## src/rtl/lpf_pkg.sv

```systemverilog
package lpf_pkg;

    localparam int COEF_W       = 16;
    localparam int NUM_FRAC     = 18;
    localparam int DEN_FRAC     = 14;
    localparam int NUM_SECTIONS = 3;

    typedef struct packed {
        logic [COEF_W-1:0] b0;
        logic [COEF_W-1:0] b1;
        logic [COEF_W-1:0] b2;
        logic [COEF_W-1:0] a1;
        logic [COEF_W-1:0] a2;
    } coef_set_t;

    // Section order: first-order pole, low-Q pair, high-Q pair.
    function automatic coef_set_t section_coefs(input int idx);
        coef_set_t c;
        case (idx)
            0: begin
                c.b0 = COEF_W'(14952);  c.b1 = COEF_W'(14952);  c.b2 = COEF_W'(0);
                c.a1 = COEF_W'(-14515); c.a2 = COEF_W'(0);
            end
            1: begin
                c.b0 = COEF_W'(871);    c.b1 = COEF_W'(1742);   c.b2 = COEF_W'(871);
                c.a1 = COEF_W'(-29639); c.a2 = COEF_W'(13473);
            end
            default: begin
                c.b0 = COEF_W'(921);    c.b1 = COEF_W'(1842);   c.b2 = COEF_W'(921);
                c.a1 = COEF_W'(-31361); c.a2 = COEF_W'(15207);
            end
        endcase
        return c;
    endfunction

endpackage

```

## src/rtl/lpf_requant.sv

```systemverilog
module lpf_requant #(
    parameter int IN_W  = 44,
    parameter int OUT_W = 20,
    parameter int SHIFT = 18
) (
    input  logic signed [IN_W-1:0]  v_i,
    output logic signed [OUT_W-1:0] v_o
);

    localparam int SUM_W = IN_W + 1;
    localparam logic signed [SUM_W-1:0] HALF = SUM_W'(1) <<< (SHIFT - 1);
    localparam logic signed [SUM_W-1:0] OMAX =
        {{(SUM_W-OUT_W+1){1'b0}}, {(OUT_W-1){1'b1}}};
    localparam logic signed [SUM_W-1:0] OMIN = ~OMAX;

    logic signed [SUM_W-1:0] sum_w;
    logic signed [SUM_W-1:0] shr_w;

    always_comb begin
        sum_w = $signed({v_i[IN_W-1], v_i}) + HALF;
        shr_w = sum_w >>> SHIFT;
        if (shr_w > OMAX) begin
            v_o = OMAX[OUT_W-1:0];
        end else if (shr_w < OMIN) begin
            v_o = OMIN[OUT_W-1:0];
        end else begin
            v_o = shr_w[OUT_W-1:0];
        end
    end

    always_comb begin
        assert (v_o[OUT_W-1] == 1'b0 || shr_w < 0 || shr_w > OMAX)
            else $error("AST_SAT_SIGN: requantised value changed sign");
    end

endmodule

```

## src/rtl/lpf_sos_section.sv

```systemverilog
module lpf_sos_section #(
    parameter int                 STATE_W = 20,
    parameter lpf_pkg::coef_set_t CF      = '0
) (
    input  logic                      clk,
    input  logic                      rst,
    input  logic                      en,
    input  logic signed [STATE_W-1:0] x_i,
    output logic signed [STATE_W-1:0] y_o
);

    localparam int COEF_W    = lpf_pkg::COEF_W;
    localparam int NUM_FRAC  = lpf_pkg::NUM_FRAC;
    localparam int DEN_SHIFT = lpf_pkg::NUM_FRAC - lpf_pkg::DEN_FRAC;
    localparam int ACC_W     = STATE_W + COEF_W + DEN_SHIFT + 3;

    localparam logic signed [ACC_W-1:0] K_B0 = ACC_W'($signed(CF.b0));
    localparam logic signed [ACC_W-1:0] K_B1 = ACC_W'($signed(CF.b1));
    localparam logic signed [ACC_W-1:0] K_B2 = ACC_W'($signed(CF.b2));
    localparam logic signed [ACC_W-1:0] K_A1 = ACC_W'($signed(CF.a1));
    localparam logic signed [ACC_W-1:0] K_A2 = ACC_W'($signed(CF.a2));

    typedef struct packed {
        logic signed [STATE_W-1:0] x1;
        logic signed [STATE_W-1:0] x2;
        logic signed [STATE_W-1:0] y1;
        logic signed [STATE_W-1:0] y2;
    } sec_state_t;

    sec_state_t st_d, st_q;

    logic signed [ACC_W-1:0]   num_w;
    logic signed [ACC_W-1:0]   den_w;
    logic signed [ACC_W-1:0]   acc_w;
    logic signed [STATE_W-1:0] y_new;

    always_comb begin
        num_w = ACC_W'(x_i) * K_B0
              + ACC_W'(st_q.x1) * K_B1
              + ACC_W'(st_q.x2) * K_B2;
        den_w = ACC_W'(st_q.y1) * K_A1
              + ACC_W'(st_q.y2) * K_A2;
        acc_w = num_w - (den_w <<< DEN_SHIFT);
    end

    lpf_requant #(
        .IN_W  (ACC_W),
        .OUT_W (STATE_W),
        .SHIFT (NUM_FRAC)
    ) u_quant (
        .v_i (acc_w),
        .v_o (y_new)
    );

    always_comb begin
        st_d = st_q;
        if (en) begin
            st_d.x1 = x_i;
            st_d.x2 = st_q.x1;
            st_d.y1 = y_new;
            st_d.y2 = st_q.y1;
        end
    end

    always_ff @(posedge clk) begin
        if (rst) begin
            st_q <= '0;
        end else begin
            st_q <= st_d;
        end
    end

    assign y_o = st_q.y1;

    AST_RESET_CLEARS: assert property (@(posedge clk)
        rst |=> (st_q == '0));
    AST_IDLE_HOLDS: assert property (@(posedge clk) disable iff (rst)
        (!en && !rst) |=> $stable(st_q));
    AST_Y_HISTORY: assert property (@(posedge clk) disable iff (rst)
        (en && !rst) |=> (st_q.y2 == $past(st_q.y1)));
    AST_X_HISTORY: assert property (@(posedge clk) disable iff (rst)
        (en && !rst) |=> (st_q.x2 == $past(st_q.x1)));

endmodule

```

## src/rtl/lpf_biquad_cascade.sv

```systemverilog
module lpf_biquad_cascade #(
    parameter int DATA_W     = 12,
    parameter int DATA_FRAC  = 11,
    parameter int STATE_W    = 20,
    parameter int STATE_FRAC = 18
) (
    input  logic                     clk,
    input  logic                     rst,
    input  logic                     en,
    input  logic signed [DATA_W-1:0] x_i,
    output logic signed [DATA_W-1:0] y_o
);

    localparam int NSEC  = lpf_pkg::NUM_SECTIONS;
    localparam int ALIGN = STATE_FRAC - DATA_FRAC;

    logic signed [STATE_W-1:0] link [NSEC+1];

    assign link[0] = STATE_W'(x_i) <<< ALIGN;

    for (genvar k = 0; k < NSEC; k++) begin : g_sec
        lpf_sos_section #(
            .STATE_W (STATE_W),
            .CF      (lpf_pkg::section_coefs(k))
        ) u_sec (
            .clk (clk),
            .rst (rst),
            .en  (en),
            .x_i (link[k]),
            .y_o (link[k+1])
        );
    end

    lpf_requant #(
        .IN_W  (STATE_W),
        .OUT_W (DATA_W),
        .SHIFT (ALIGN)
    ) u_out (
        .v_i (link[NSEC]),
        .v_o (y_o)
    );

    AST_OUT_HOLDS: assert property (@(posedge clk) disable iff (rst)
        (!en && !rst) |=> $stable(y_o));
    AST_OUT_RESET_ZERO: assert property (@(posedge clk)
        rst |=> (y_o == '0));

endmodule

```

## config.mk

```make
export PLATFORM = sky130hd
export DESIGN_NAME = lpf_biquad_cascade
export DESIGN_NICKNAME = d
export VERILOG_FILES = /design/src/rtl/lpf_pkg.sv /design/src/rtl/lpf_requant.sv /design/src/rtl/lpf_sos_section.sv /design/src/rtl/lpf_biquad_cascade.sv
export SDC_FILE = /design/constraint.sdc
export NUM_CORES = 2
export LEC_CHECK = 0
export ABC_CLOCK_PERIOD_IN_PS = 13500
export BUFFER_PORTS_ARGS = -buffer_cell sky130_fd_sc_hd__buf_2
export CAP_MARGIN = 10
export CORE_UTILIZATION = 60
export DETAILED_ROUTE_END_ITERATION = 16
export PLACE_DENSITY = 0.76
export SYNTH_ARGS = -nofsm -noshare
export SYNTH_HDL_FRONTEND = slang
export SYNTH_SLANG_ARGS = --single-unit
```

## constraint.sdc

```tcl
create_clock -name clk -period 13.5 [get_ports clk]
set_input_delay 2.025 -clock clk [delete_from_list [all_inputs] [get_ports clk]]
set_output_delay 2.025 -clock clk [all_outputs]
set_load 0.01 [all_outputs]
```

==> flow_metrics.py <==
metrics = {
    "status": {
        "outcome": "finished clean",
    },
    "clock_tree": {
        "numCtsBuffers": 17,
        "clk_pin_slew_ns": 0.11,
        "cts_root_buffer": "clkbuf_16",
        "cts.sinks": 172,
        "clk_latency_ns": 0.58,
        "tritoncts": "built",
        "clk_path_buf_depth": 2,
        "cts-htree-levels": 4,
        "postCtsHoldBufs": 0,
    },
    "worst_setup_path": {
        "cp-endpoint": "g_sec[1].u_sec.y_o[8]",
        "cp_common_cell": "inv_1",
        "cp-startpoint": "g_sec[1].u_sec.y_o[10]",
        "critical-path-max-stage-delay_ns": 0.70,
        "cp_slowest_cell": "dfxtp_1",
        "r2r_slack_ns": 0.69,
        "reg2reg_depth": 53,
        "cp_data_required_time_ns": 14.01,
        "worstPathMaxFanout": 18,
        "start_kind": "flop",
        "r2r_end": "g_sec[1].u_sec.y_o[8]",
        "end_kind": "flop",
        "path_class": "reg -> reg",
        "cp_data_arrival_time_ns": 13.32,
        "reg2reg_from": "g_sec[1].u_sec.y_o[10]",
    },
    "synth": {
        "yosysTopAreaCellShare_pct": 32.7,
        "synth.avg_cell_area_um2": 9.00,
        "syn_inst": 9060,
        "ys_async_sr_fraction_pct": 0,
        "yosys_warnings": 0,
        "yosys-top-cells-area": "fa_1, ha_1, inv_1",
        "yosys.area.top_type": "fa_1",
        "syn_nets": 12000,
        "synth_cell_types": 115,
        "synth_flop_cell": "dfxtp_1",
        "ys_seq_area_share_pct": 4.22,
        "synth_edf_count": 0,
        "ys_seq_elements": 172,
        "netlist_area_um2": 81500,
    },
    "floorplan": {
        "die_x_um": 371,
        "dieArea_um2": 137000,
        "core_area_um2": 134000,
        "pin_count": 27,
        "die_y_um": 371,
        "placementRows": 134,
        "initial_utilization_pct": 60.8,
    },
    "placement": {
        "gp_congestion": 0.931,
        "place_hpwl_mm": 169,
        "port_buffers": 26,
    },
    "layout": {
        "drive_gt1_share_pct": 2.56,
        "layout_commonest_cell": "inv_1",
        "n_fill_cell": 11300,
        "ff_latch_area_um2": 3450,
        "diodes": 0,
        "nNetsFinal": 12000,
        "multi_input_area_um2": 68400,
        "final_cell_mix": "inv_1, ha_1, fa_1",
        "syn_to_final_growth_pct": 3.69,
    },
    "timing": {
        "setup_violations": 0,
        "slew_headroom_pct": 21.0,
        "hold_violations": 0,
        "clock_skew_ns": 0.0230,
        "finalCriticalPeriod_ns": 12.81,
        "slew_violations": 0,
        "post-route-period-util_pct": 94.9,
        "rsz0062_at_grt": "no",
        "tightest_slew_ns": 1.18,
        "fmax_ghz": 0.0781,
        "fin_tns_setup_ns": 0,
    },
    "detailed_routing": {
        "drc": 0,
        "avgRoutedWirePerCell_um": 17.8,
        "ant_nets": 0,
        "finalWirelength_mm": 193,
        "avgViaCountPerCell": 5.53,
        "drt_pre_antenna_iters": 6,
        "drtIter0Drc": 3418,
        "via_count": 60000,
    },
    "job": {
        "drv_cap": 0,
    },
    "global_routing": {
        "track_usage_pct": 29.2,
        "grt_antenna_before_repair": 1,
        "grt_remaining_overflow": 0,
        "grt_start_max_net_pins": 97,
        "grt_pass1_wl_mm": 318,
        "first_global_vias": 62100,
    },
    "min_path": {
        "hold_path_class": "reg -> reg",
    },
}
metrics by stage:
stage / cell area (um^2) / worst slack, ns / hold WS (ns) / util (%) / std cells
final: 84500 / 0.690 / 0.546 / 63.0 / 10800
after global routing: 84500 / 0.0438 / 0.575 / 63.0 / 10800
after CTS: 84500 / 0.617 / 0.543 / 63.0 / 10800
after detailed placement: 83900 / 0.731 / 0.520 / 62.5 / 10800
after global placement: 83900 / 1.07 / 0.476 / 62.5 / 10800
after floorplan: 81500 / 2.16 / 0.517 / - / 9060
cells by family after synthesis:
| group | Yosys count | synth area share [%] |
|---|---|---|
| mux | 145 | 1.79 |
| simple gates | 1350 | 8.04 |
| fa+ha+maj | 2903 | 56.8 |
| compound gates | 1316 | 10.7 |
| xor+xnor | 602 | 6.54 |
| buf+inv | 2572 | 11.9 |
| flops | 172 | 4.22 |
final cells by class:
class	count	share of cell area, %
clock buffer	17	0.503
clock inverter	15	0.244
inverter	2476	11.0
multi-input combinational	6316	80.9
sequential	172	4.08
tap	1768	2.62
timing repair buffer	79	0.662
registers in the layout, indices dropped and copies added, names as in the netlist:
signal,flops
g_sec.u_sec.y_o,60
g_sec.u_sec.st_q,112
worst max-delay path: cells and delay by family (launching register included):
family                   cells  cell delay, ns
XOR/XNOR                     4            0.98
AO/OA/AOI/OAI               20            4.39
adder cells (fa/ha/maj)     10            4.30
buffers and inverters        8            0.60
multiplexers                 1            0.17
AND/OR/NAND/NOR             10            1.59
flip-flops                   1            0.70
cell usage after synthesis (13+ instances only):
cell type  number
inv_1        2473
ha_1         1570
fa_1         1333
nor2_1        479
xnor2_1       407
a21oi_1       401
nand2_1       275
o21ai_0       246
xor2_1        190
dfxtp_1       172
a21o_1        142
mux2i_1       139
nand3_1       106
nor3_1         88
o21bai_1       73
clkbuf_1       72
o21a_1         71
nand2b_1       70
nor2b_1        70
and3_1         50
a211oi_1       43
a31oi_1        40
o211ai_1       39
or3_1          34
nand4_1        28
a21boi_0       26
or2_2          26
and2_1         20
o31ai_1        19
a211o_1        17
nor4_1         17
a31o_2         13
o2111ai_1      13
worst min-delay path by stage:
stage	from	end	slack, ns	cells after the start
3_5_place_dp	g_sec[1].u_sec.st_q[13]	g_sec[1].u_sec.st_q[13]	0.52	2
3_3_place_gp	g_sec[1].u_sec.st_q[13]	g_sec[1].u_sec.st_q[13]	0.48	2
6_report	g_sec[1].u_sec.st_q[13]	g_sec[1].u_sec.st_q[13]	0.55	2
5_1_grt	g_sec[1].u_sec.st_q[13]	g_sec[1].u_sec.st_q[13]	0.57	2
2_1_floorplan	g_sec[2].u_sec.st_q[41]	g_sec[2].u_sec.st_q[41]	0.52	2
4_1_cts	g_sec[1].u_sec.st_q[13]	g_sec[1].u_sec.st_q[13]	0.54	2
per-layer routing:
layer  GRT usage [%]  share of wire, %  vias up
met1            39.3                45    29600
met2            50.2                49     1283
met3            2.79               4.3      278
li1                -                 -    28700
met5               0                 0        -
met4            7.34               2.4        0
what timing repair did:
| action | 4_1_cts | 5_1_grt |
|---|---|---|
| endpoints found under the setup margin | 0 | 19 |
| setup buffers | 0 | 0 |
| gates resized for setup | 0 | 3 |
Power is not shown: default switching activity piles up to over one toggle a cycle in this logic, so the estimate is an artifact.
